File: src/rtl/lvds_ser_pkg.sv
package lvds_ser_pkg;

    localparam int SLOTS  = 7;
    localparam int SLOT_W = $clog2(SLOTS);
    localparam int LANES  = 4;
    localparam int COMP_W = 8;
    localparam int NARROW_W = 6;

    // bit k = clock-lane level in slot k
    localparam logic [SLOTS-1:0] CLK_SHAPE = 7'b1100011;

    typedef enum logic [1:0] {
        MAP_NARROW  = 2'd0,
        MAP_WIDE_HI = 2'd1,
        MAP_WIDE_LO = 2'd2,
        MAP_ALIAS   = 2'd3
    } map_e;

    typedef logic [SLOTS-1:0]            slot_vec_t;
    typedef logic [LANES-1:0][SLOTS-1:0] lane_pat_t;

endpackage

File: src/rtl/lvds_lane_mapper.sv
module lvds_lane_mapper
    import lvds_ser_pkg::*;
(
    input  logic [COMP_W-1:0] red,
    input  logic [COMP_W-1:0] grn,
    input  logic [COMP_W-1:0] blu,
    input  logic              hsync,
    input  logic              vsync,
    input  logic              de,
    input  logic [1:0]        map_sel,
    output lane_pat_t         pat
);

    localparam int SHIFT = COMP_W - NARROW_W;

    logic                low_sel;
    logic [NARROW_W-1:0] r6, g6, b6;

    assign low_sel = (map_sel == MAP_WIDE_LO);

    // Six-bit view of each component: upper bits normally, lower bits for the LSB-first format
    for (genvar i = 0; i < NARROW_W; i++) begin : g_narrow
        assign r6[i] = low_sel ? red[i] : red[i+SHIFT];
        assign g6[i] = low_sel ? grn[i] : grn[i+SHIFT];
        assign b6[i] = low_sel ? blu[i] : blu[i+SHIFT];
    end

    always_comb begin
        // bit k of each lane word = slot k
        pat[0] = {r6[0], r6[1], r6[2], r6[3], r6[4], r6[5], g6[0]};
        pat[1] = {g6[1], g6[2], g6[3], g6[4], g6[5], b6[0], b6[1]};
        pat[2] = {b6[2], b6[3], b6[4], b6[5], hsync, vsync, de};
        unique case (map_sel)
            MAP_WIDE_HI: pat[3] = {red[0], red[1], grn[0], grn[1], blu[0], blu[1], 1'b0};
            MAP_WIDE_LO: pat[3] = {red[6], red[7], grn[6], grn[7], blu[6], blu[7], 1'b0};
            default:     pat[3] = '0;
        endcase
    end

endmodule

File: src/rtl/lvds_slot_seq.sv
module lvds_slot_seq
    import lvds_ser_pkg::*;
(
    input  logic              started,
    input  logic [SLOT_W-1:0] slot_cur,
    output logic [SLOT_W-1:0] slot_nxt,
    output logic              capture,
    output logic              clk_bit
);

    always_comb begin
        capture  = !started || (slot_cur == SLOT_W'(SLOTS-1));
        slot_nxt = capture ? '0 : slot_cur + 1'b1;
        clk_bit  = CLK_SHAPE[slot_nxt];
    end

endmodule

File: src/rtl/lvds_slot_pick.sv
module lvds_slot_pick
    import lvds_ser_pkg::*;
(
    input  lane_pat_t         pat,
    input  logic [SLOT_W-1:0] pos,
    output logic [LANES-1:0]  bits
);

    for (genvar l = 0; l < LANES; l++) begin : g_lane
        assign bits[l] = pat[l][pos];
    end

endmodule

File: src/rtl/lvds_pixel_serializer.sv
module lvds_pixel_serializer
    import lvds_ser_pkg::*;
(
    input  logic              clk,
    input  logic              rst,
    input  logic              slot_step,
    input  logic [COMP_W-1:0] pix_red,
    input  logic [COMP_W-1:0] pix_grn,
    input  logic [COMP_W-1:0] pix_blu,
    input  logic              pix_hsync,
    input  logic              pix_vsync,
    input  logic              pix_de,
    input  logic [1:0]        map_sel,
    input  logic              mirror,
    output logic [LANES-1:0]  lane_data,
    output logic              lane_clk,
    output logic [SLOT_W-1:0] slot_idx
);

    typedef struct packed {
        logic              started;
        logic [SLOT_W-1:0] slot;
        lane_pat_t         pat;
        logic              mir;
        logic [LANES-1:0]  lane;
        logic              lclk;
    } state_t;

    localparam state_t RST_ST = '{
        started: 1'b0,
        slot:    '0,
        pat:     '0,
        mir:     1'b0,
        lane:    '0,
        lclk:    CLK_SHAPE[0]
    };

    state_t            st_d, st_q;
    lane_pat_t         map_pat, pat_src;
    logic [SLOT_W-1:0] slot_nxt, pos;
    logic              capture, clk_bit, mir_src;
    logic [LANES-1:0]  pick_bits;

    lvds_lane_mapper u_map (
        .red     (pix_red),
        .grn     (pix_grn),
        .blu     (pix_blu),
        .hsync   (pix_hsync),
        .vsync   (pix_vsync),
        .de      (pix_de),
        .map_sel (map_sel),
        .pat     (map_pat)
    );

    lvds_slot_seq u_seq (
        .started  (st_q.started),
        .slot_cur (st_q.slot),
        .slot_nxt (slot_nxt),
        .capture  (capture),
        .clk_bit  (clk_bit)
    );

    // A new pixel is read straight from the mapper; later slots come from the stored copy
    assign pat_src = capture ? map_pat : st_q.pat;
    assign mir_src = capture ? mirror  : st_q.mir;
    assign pos     = mir_src ? (SLOT_W'(SLOTS-1) - slot_nxt) : slot_nxt;

    lvds_slot_pick u_pick (
        .pat  (pat_src),
        .pos  (pos),
        .bits (pick_bits)
    );

    always_comb begin
        st_d = st_q;
        if (slot_step) begin
            st_d.started = 1'b1;
            st_d.slot    = slot_nxt;
            st_d.lane    = pick_bits;
            st_d.lclk    = clk_bit;
            if (capture) begin
                st_d.pat = map_pat;
                st_d.mir = mirror;
            end
        end
    end

    always_ff @(posedge clk) begin
        if (rst) st_q <= RST_ST;
        else     st_q <= st_d;
    end

    assign lane_data = st_q.lane;
    assign lane_clk  = st_q.lclk;
    assign slot_idx  = st_q.slot;

endmodule

File: config.mk
export PLATFORM = sky130hd
export DESIGN_NAME = lvds_pixel_serializer
export DESIGN_NICKNAME = d
export VERILOG_FILES = /design/src/rtl/lvds_ser_pkg.sv /design/src/rtl/lvds_lane_mapper.sv /design/src/rtl/lvds_slot_seq.sv /design/src/rtl/lvds_slot_pick.sv /design/src/rtl/lvds_pixel_serializer.sv
export SDC_FILE = /design/constraint.sdc
export NUM_CORES = 1
export LEC_CHECK = 0
export BUFFER_PORTS_ARGS = -buffer_cell sky130_fd_sc_hd__buf_2
export CAP_MARGIN = 20
export CORE_MARGIN = 3
export CORE_UTILIZATION = 39
export CTS_BUF_LIST = sky130_fd_sc_hd__clkbuf_16
export DETAILED_ROUTE_END_ITERATION = 10
export SYNTH_ARGS = -nofsm -noshare
export SYNTH_HDL_FRONTEND = slang
export SYNTH_SLANG_ARGS = --single-unit
File: constraint.sdc
create_clock -name clk -period 2.98 [get_ports clk]
set_clock_uncertainty 0.1 [all_clocks]
set_input_delay 0.149 -clock clk [delete_from_list [all_inputs] [get_ports clk]]
set_output_delay 0.149 -clock clk [all_outputs]
set_load 0.02 [all_outputs]
==> qor.txt, run 1 <==
total via count after detailed routing - 2029
Std-Cell Core Area - 5680 um2
dominant cell type by area after synthesis - sky130_fd_sc_hd__dfxtp_1
result of the run - complete, no violations
detailed placer's ending HPWL - 4330 um
Synth top cells by count - sky130_fd_sc_hd__dfxtp_1, sky130_fd_sc_hd__nor2_1, sky130_fd_sc_hd__a211oi_1, sky130_fd_sc_hd__mux2i_1, sky130_fd_sc_hd__nand2_1
Total Routed Length - 5850 um
count of input and output buffers - 40
Remaining DRCs - 0
filler cell count - 603
clk root buf - sky130_fd_sc_hd__clkbuf_16
Congestion Overflow GR - 0
Fin. Hold Viols - 0
Die ar. - 7030 um2
CP Class - reg -> reg
fraction of the mapped netlist area in compound gates - 19.3%
cell area power density - 505 nW/um2
antenna violations before repair - 0
number of max-slew violations in the final report - 0
count of buffering cells on the critical path with inverters included - 2
share of final-layout standard cells stronger than drive strength 1 - 24.8%
Cell Area, Synth - 2360 um2
Final TNS setup - 0 ns
antenna diode count - 0
Placer Congestion - 0.788
detailed-route wire length per cell - 15.8 um
reg2reg setup slack - 0.19 ns
number of top-level pins - 41
share of the core filled with cells in the final layout - 48.3%
global-route wire length before repair - 9890 um
Leakage Power - 1.15 nW
dominant combinational cell family by area after synthesis - simple AND/OR/NAND/NOR gates
transition time of the tightest slew-check pin - 0.721 ns
share of synthesized registers carrying an async set or reset - 0%
hold-fix buffers at CTS - 0
Max-Slew Margin vs Limit - 51.9%
proportion of synthesized chip area in sequential cells - 31.3%
maximum number of pins on one net before global-route repair - 42
arrival time of the worst setup path - 2.85 ns
overall die width - 83.9 um
area growth from synthesis to final layout - 15.8%
Finish-stage setup viols - 0
number of warnings printed during yosys synthesis - 0
height of the die - 83.9 um
max-cap viol count - 0
Crit. End Element - flip-flop
count of distinct cell types in the synthesized netlist - 52
area share of the largest cell type after synthesis - 31.3%
CP peak stage delay - 0.42 ns
worst skew pair latency - 0.28 ns
worst-path fanout max - 9
CTS Buf Count - 5
worst vdd ir - 0.251 mV
slowest stage cell on the critical path - sky130_fd_sc_hd__a2111o_1
setup repair after global routing missed its margin - false
Final Power - 1.38 mW
Worst Path Required - 3.04 ns
Vias per Instance - 5.48
clock-pin slew reported for the worst setup and hold paths after clock tree synthesis - 0.06 ns
type of origin of the critical path - flip-flop
clock sink count - 37
maximum clock insertion buffer count - 2
post-synthesis xor/xnor area fraction - 2.22%
remaining antenna violation count - 0
number of iterations in the first detailed-routing pass - 4
worst min-delay path category - in -> reg
Period minus WS final - 2.79 ns
register bit total from synthesis - 37
Setup Fix Bufs, Post-CTS - 0
mean instance size in the synthesized netlist - 8.76 um2
number of global-route vias before repair - 2023
period utilisation layout - 93.6%
gr usage total - 17.3%
cells taking the most area after synthesis - sky130_fd_sc_hd__dfxtp_1, sky130_fd_sc_hd__mux2i_1, sky130_fd_sc_hd__a211oi_1, sky130_fd_sc_hd__nor2_1, sky130_fd_sc_hd__ha_1
number of instances in the synthesized netlist - 270
number of nets produced by synthesis - 310
effective utilization at floorplan - 41.7%
initial DRC count - 88
Adder-Cell Fraction of Synth Area - 3.70%
delay-heaviest family, CP - compound AO/OA/AOI/OAI gates
worst-path cell chain - clkinv_2, ha_2, a21bo_1, nor2_2, inv_1, ha_1, nor2b_1, o21ai_4, nand2_2, mux4_2, a2111o_1
count of standard-cell rows - 27
share of synthesized area spent on multiplexers - 15.7%
CTS tree - built
Max H-tree Level - 2
count of flip-flops with a built-in enable after synthesis - 0
maximum clock frequency - 358 MHz
commonest register cell after synthesis - sky130_fd_sc_hd__dfxtp_1
Synth Area in Simple Gates - 20.1%
total number of nets in the final design - 337
## kinds of logic (layout without fill, tap and decap cells)
kind of cell               count (synthesis)  in the layout
and+or+nand+nor                           95             95
AOI/OAI and AO/OA                         60             60
DFF                                       37             37
buffers and inverters                     35             63
muxes                                     33             33
adders and majority gates                  7              7
xor gates and xnor gates                   3              3
## state kept, by name, summed over array words and instances, names as in the netlist
register	cells
lane_clk	1
lane_data	4
slot_idx	3
st_q	29
## per-stage QoR
stage          instance area [um2]  hold slack, ns  setup WS, ns  std cells
3_3_place_gp                  2560           0.295         0.210        362
2_1_floorplan                 2370           0.185      0.000399        270
5_1_grt                       2740          0.0221        0.0475        370
6_report                      2740         0.00839         0.190        370
3_5_place_dp                  2560           0.303         0.144        362
4_1_cts                       2720         0.00950         0.109        370
## worst min-delay path, delay by kind of cell
kind,cells,cell delay [ns]
simple gates,1,0.04
compound gates,1,0.05
buf+inv,1,0.10
## final cells by class
type	instances	area (um2)	area share (%)
Clock buffer	5	125	4.57
Sequential cell	37	741	27.0
Timing Repair Buffer	47	253	9.23
Tap cell	72	90.1	3.29
Clock inverter	3	37.5	1.37
Multi-Input combinational cell	198	1460	53.4
Inverter	8	31.3	1.14
## metal layers
| metal | vias to the layer above | global-route usage [%] | wire length [um] |
|---|---|---|---|
| li1 | 1033 | - | - |
| met1 | 948 | 23.0 | 2760 |
| met2 | 44 | 28.5 | 2790 |
| met3 | 4 | 3.36 | 235 |
| met4 | 0 | 4.39 | 61 |
| met5 | - | 0 | 0 |
## worst paths after layout
path	start	endpoint	depth (start not counted)
max	slot_idx[0]$_SDFFE_PP0P_	lane_data[1]$_SDFFE_PP0P_	11
min	pix_vsync	st_q[21]$_SDFFE_PP0P_	3
max reg2reg	slot_idx[0]$_SDFFE_PP0P_	lane_data[1]$_SDFFE_PP0P_	11
min reg2reg	st_q[33]$_SDFFE_PP0P_	st_q[33]$_SDFFE_PP0P_	2
## report_power, final
group          switching [mW]  internal (mW)
Combinational           0.142          0.110
Sequential             0.0198          0.527
Clock                   0.196          0.388
## cells in the final DEF (no fill, tap or decap), types with 2 or more instances in the layout
cell and instances:
sky130_fd_sc_hd__a211o_1 2, sky130_fd_sc_hd__a211oi_1 24, sky130_fd_sc_hd__a21oi_1 14, sky130_fd_sc_hd__a22oi_1 6, sky130_fd_sc_hd__a31oi_1 3, sky130_fd_sc_hd__and2_1 4, sky130_fd_sc_hd__and3_1 3, sky130_fd_sc_hd__buf_2 40
sky130_fd_sc_hd__buf_4 7, sky130_fd_sc_hd__clkbuf_16 5, sky130_fd_sc_hd__dfxtp_1 37, sky130_fd_sc_hd__ha_1 6, sky130_fd_sc_hd__inv_1 8, sky130_fd_sc_hd__mux2_2 5, sky130_fd_sc_hd__mux2i_1 24, sky130_fd_sc_hd__nand2_1 15
sky130_fd_sc_hd__nand2b_1 2, sky130_fd_sc_hd__nand2b_4 2, sky130_fd_sc_hd__nand3_1 5, sky130_fd_sc_hd__nor2_1 35, sky130_fd_sc_hd__nor2b_1 3, sky130_fd_sc_hd__nor3_1 7, sky130_fd_sc_hd__nor4_1 4, sky130_fd_sc_hd__nor4b_1 2
sky130_fd_sc_hd__nor4bb_1 2, sky130_fd_sc_hd__or3_1 4
## repair_timing
| item | in CTS | in global routing |
|---|---|---|
| hold endpoints to repair | 0 | 0 |
| gates resized for setup | 0 | 3 |
| endpoints found under the setup margin | 0 | 1 |
No activity file was read; power rests on OpenSTA's default activity.
==> run 2: changes to the inputs <==
--- a/config.mk
+++ b/config.mk
@@ -11,6 +11,7 @@
 export CORE_UTILIZATION = 39
 export CTS_BUF_LIST = sky130_fd_sc_hd__clkbuf_16
 export DETAILED_ROUTE_END_ITERATION = 10
+export GPL_TIMING_DRIVEN = 0
 export SYNTH_ARGS = -nofsm -noshare
 export SYNTH_HDL_FRONTEND = slang
 export SYNTH_SLANG_ARGS = --single-unit
==> qor.txt, run 2 (synthesis gave the netlist of run 1 again) <==
number of placed instances, taps included - 381 (+5.2%)
result of the run - complete, no violations
CP peak stage delay - 0.41 ns (about the same)
Final Power - 1.43 mW (+3.3%)
setup repair after global routing missed its margin - false
number of iterations in the first detailed-routing pass - 4 (unchanged)
remaining antenna violation count - 0 (unchanged)
Total Routed Length - 6590 um (+13%)
Max H-tree Level - 2 (unchanged)
antenna diode count - 0 (unchanged)
number of global-route vias before repair - 2168 (+7.2%)
CP Class - reg -> reg
gr usage total - 19.5% (+2.2 points)
count of input and output buffers - 39 (-2.5%)
fraction of power spent switching nets - 26.7% (+0.83 points)
CTS Buf Count - 5 (unchanged)
Congestion Overflow GR - 0 (unchanged)
cell area power density - 481 nW/um2 (-4.8%)
initial DRC count - 204 (+130%)
maximum clock frequency - 347 MHz (-3.1%)
clock sink count - 37 (unchanged)
Crit. End Element - flip-flop
Worst Path Required - 3.05 ns (about the same)
worst-path fanout max - 10 (+1)
count of standard-cell rows - 27 (unchanged)
Max-Slew Margin vs Limit - 62.4% (+11 points)
post-layout instance count excluding filler cells - 397 (+7.3%)
type of origin of the critical path - flip-flop
height of the die - 83.9 um (unchanged)
worst skew pair latency - 0.29 ns (about the same)
total via count after detailed routing - 2174 (+7.1%)
Power Internal - 1.05 mW (+2.2%)
most frequent cells in the layout - sky130_fd_sc_hd__buf_2, sky130_fd_sc_hd__dfxtp_1, sky130_fd_sc_hd__nor2_1, sky130_fd_sc_hd__mux2i_1, sky130_fd_sc_hd__a211oi_1
number of flip-flops in the largest register - 29 (unchanged)
effective utilization at floorplan - 41.7% (unchanged)
CTS tree - built
Sequential Power Share - 38.2% (-1.3 points)
max-cap viol count - 0 (unchanged)
maximum clock insertion buffer count - 2 (unchanged)
Placer Congestion - 0.857 (+8.8%)
Std-Cell Core Area - 5680 um2 (unchanged)
global-route wire length before repair - 10900 um (+10%)
Leakage Power - 1.25 nW (+8.5%)
number of max-slew violations in the final report - 0 (unchanged)
clock-pin slew reported for the worst setup and hold paths after clock tree synthesis - 0.06 ns (about the same)
worst-path cell chain - buf_6, inv_8, ha_4, a21bo_1, buf_6, nor2_4, inv_1, ha_4, nand2b_4, nand2b_4, nand2_4, mux4_2, a2111o_1
Fin. Hold Viols - 0 (unchanged)
overall die width - 83.9 um (unchanged)
detailed-route wire length per cell - 16.6 um (+5.1%)
Period minus WS final - 2.88 ns (+0.0900 ns)
hold_ws - 0.00151 ns (-0.00688 ns)
arrival time of the worst setup path - 2.95 ns (+0.10 ns)
Final TNS setup - 0 ns (unchanged)
relative contribution of combinational cells to total power - 20.6% (+2.4 points)
slowest stage cell on the critical path - sky130_fd_sc_hd__a2111o_1
detailed placer's ending HPWL - 4780 um (+10%)
number of top-level pins - 41 (unchanged)
top register by number of flip-flops - st_q
Finish-stage setup viols - 0 (unchanged)
worst min-delay path category - in -> reg
share of final-layout standard cells stronger than drive strength 1 - 29.5% (+4.7 points)
power dissipated by switching net loads - 0.382 mW (+6.7%)
transition time of the tightest slew-check pin - 0.564 ns (-0.158 ns)
share of the core filled with cells in the final layout - 52.4% (+4.1 points)
Remaining DRCs - 0 (unchanged)
maximum number of pins on one net before global-route repair - 12 (-71%)
Die ar. - 7030 um2 (unchanged)
period utilisation layout - 96.7% (+3.0 points)
clk root buf - sky130_fd_sc_hd__clkbuf_16
relative contribution of the clock network to total power - 41.2% (-1.0 points)
most common cell after layout, fill and taps aside - sky130_fd_sc_hd__buf_2
antenna violations before repair - 0 (unchanged)
Vias per Instance - 5.48 (-0.14%)
area growth from synthesis to final layout - 25.8%
total number of nets in the final design - 364 (+8.0%)
worst vdd ir - 0.220 mV (-12%)
run 2: layer usage:
layer / global-route usage [%] / share of wire [%] / vias to the layer above
li1: - / - / 1083
met1: 26.0 / 46 / 1024
met2: 30.7 / 47 / 57
met3: 4.34 / 4.9 / 10
met4: 7.16 / 2.1 / 0
met5: 0 / 0 / -
run 2: power by group through the flow:
| stage | Sequential [mW] | Clock (mW) | Combinational [mW] |
|---|---|---|---|
| 6_report | 0.546 | 0.589 | 0.295 |
| 3_3_place_gp | 0.556 | 0 | 0.264 |
| 4_1_cts | 0.546 | 0.597 | 0.284 |
| 2_1_floorplan | 0.550 | 0 | 0.187 |
| 5_1_grt | 0.549 | 0.615 | 0.324 |
| 3_5_place_dp | 0.556 | 0 | 0.265 |
run 2: metrics by stage:
step / setup slack [ns] / instance area (um2)
floorplan: 0.000399 / 2370
global placement: -0.380 / 2660
detailed placement: -0.427 / 2660
CTS: -0.0194 / 2920
global route: 0.00987 / 2970
finish: 0.0998 / 2970
run 2: timing repair:
action                                  4_1_cts  5_1_grt
pin swaps                                     2        4
hold buffers                                  0        0
endpoints found under the setup margin        4        4
setup buffers                                 7        1
resized for setup                            11        8
hold endpoints to repair                      0        0
run 2: final timing paths:
check | from | slack [ns] | endpoint | depth (start not counted)
hold reg to reg | st_q[33]$_SDFFE_PP0P_ | 0.35 | st_q[33]$_SDFFE_PP0P_ | 2
setup reg to reg | slot_idx[0]$_SDFFE_PP0P_ | 0.1 | lane_data[1]$_SDFFE_PP0P_ | 13
setup / recovery | slot_idx[0]$_SDFFE_PP0P_ | 0.1 | lane_data[1]$_SDFFE_PP0P_ | 13
hold / removal | pix_vsync | 0.002 | st_q[21]$_SDFFE_PP0P_ | 3
run 2: worst max-delay path: cells and delay by family, from the launching register on:
| kind | cells | cell delay [ns] |
|---|---|---|
| mux | 1 | 0.30 |
| fa+ha+maj | 2 | 0.42 |
| simple gates | 4 | 0.56 |
| compound gates | 2 | 0.61 |
| buf+inv | 4 | 0.42 |
| flops | 1 | 0.34 |
run 2: final cells by class:
| type | instances | area, um2 |
|---|---|---|
| Tap cell | 72 | 90.1 |
| Clock buffer | 5 | 125 |
| Clock inverter | 3 | 37.5 |
| Buffer | 27 | 159 |
| Multi-Input combinational cell | 198 | 1530 |
| Sequential cell | 37 | 742 |
| Inverter | 8 | 37.5 |
| Fill cell | 539 | 2700 |
| Timing Repair Buffer | 47 | 255 |
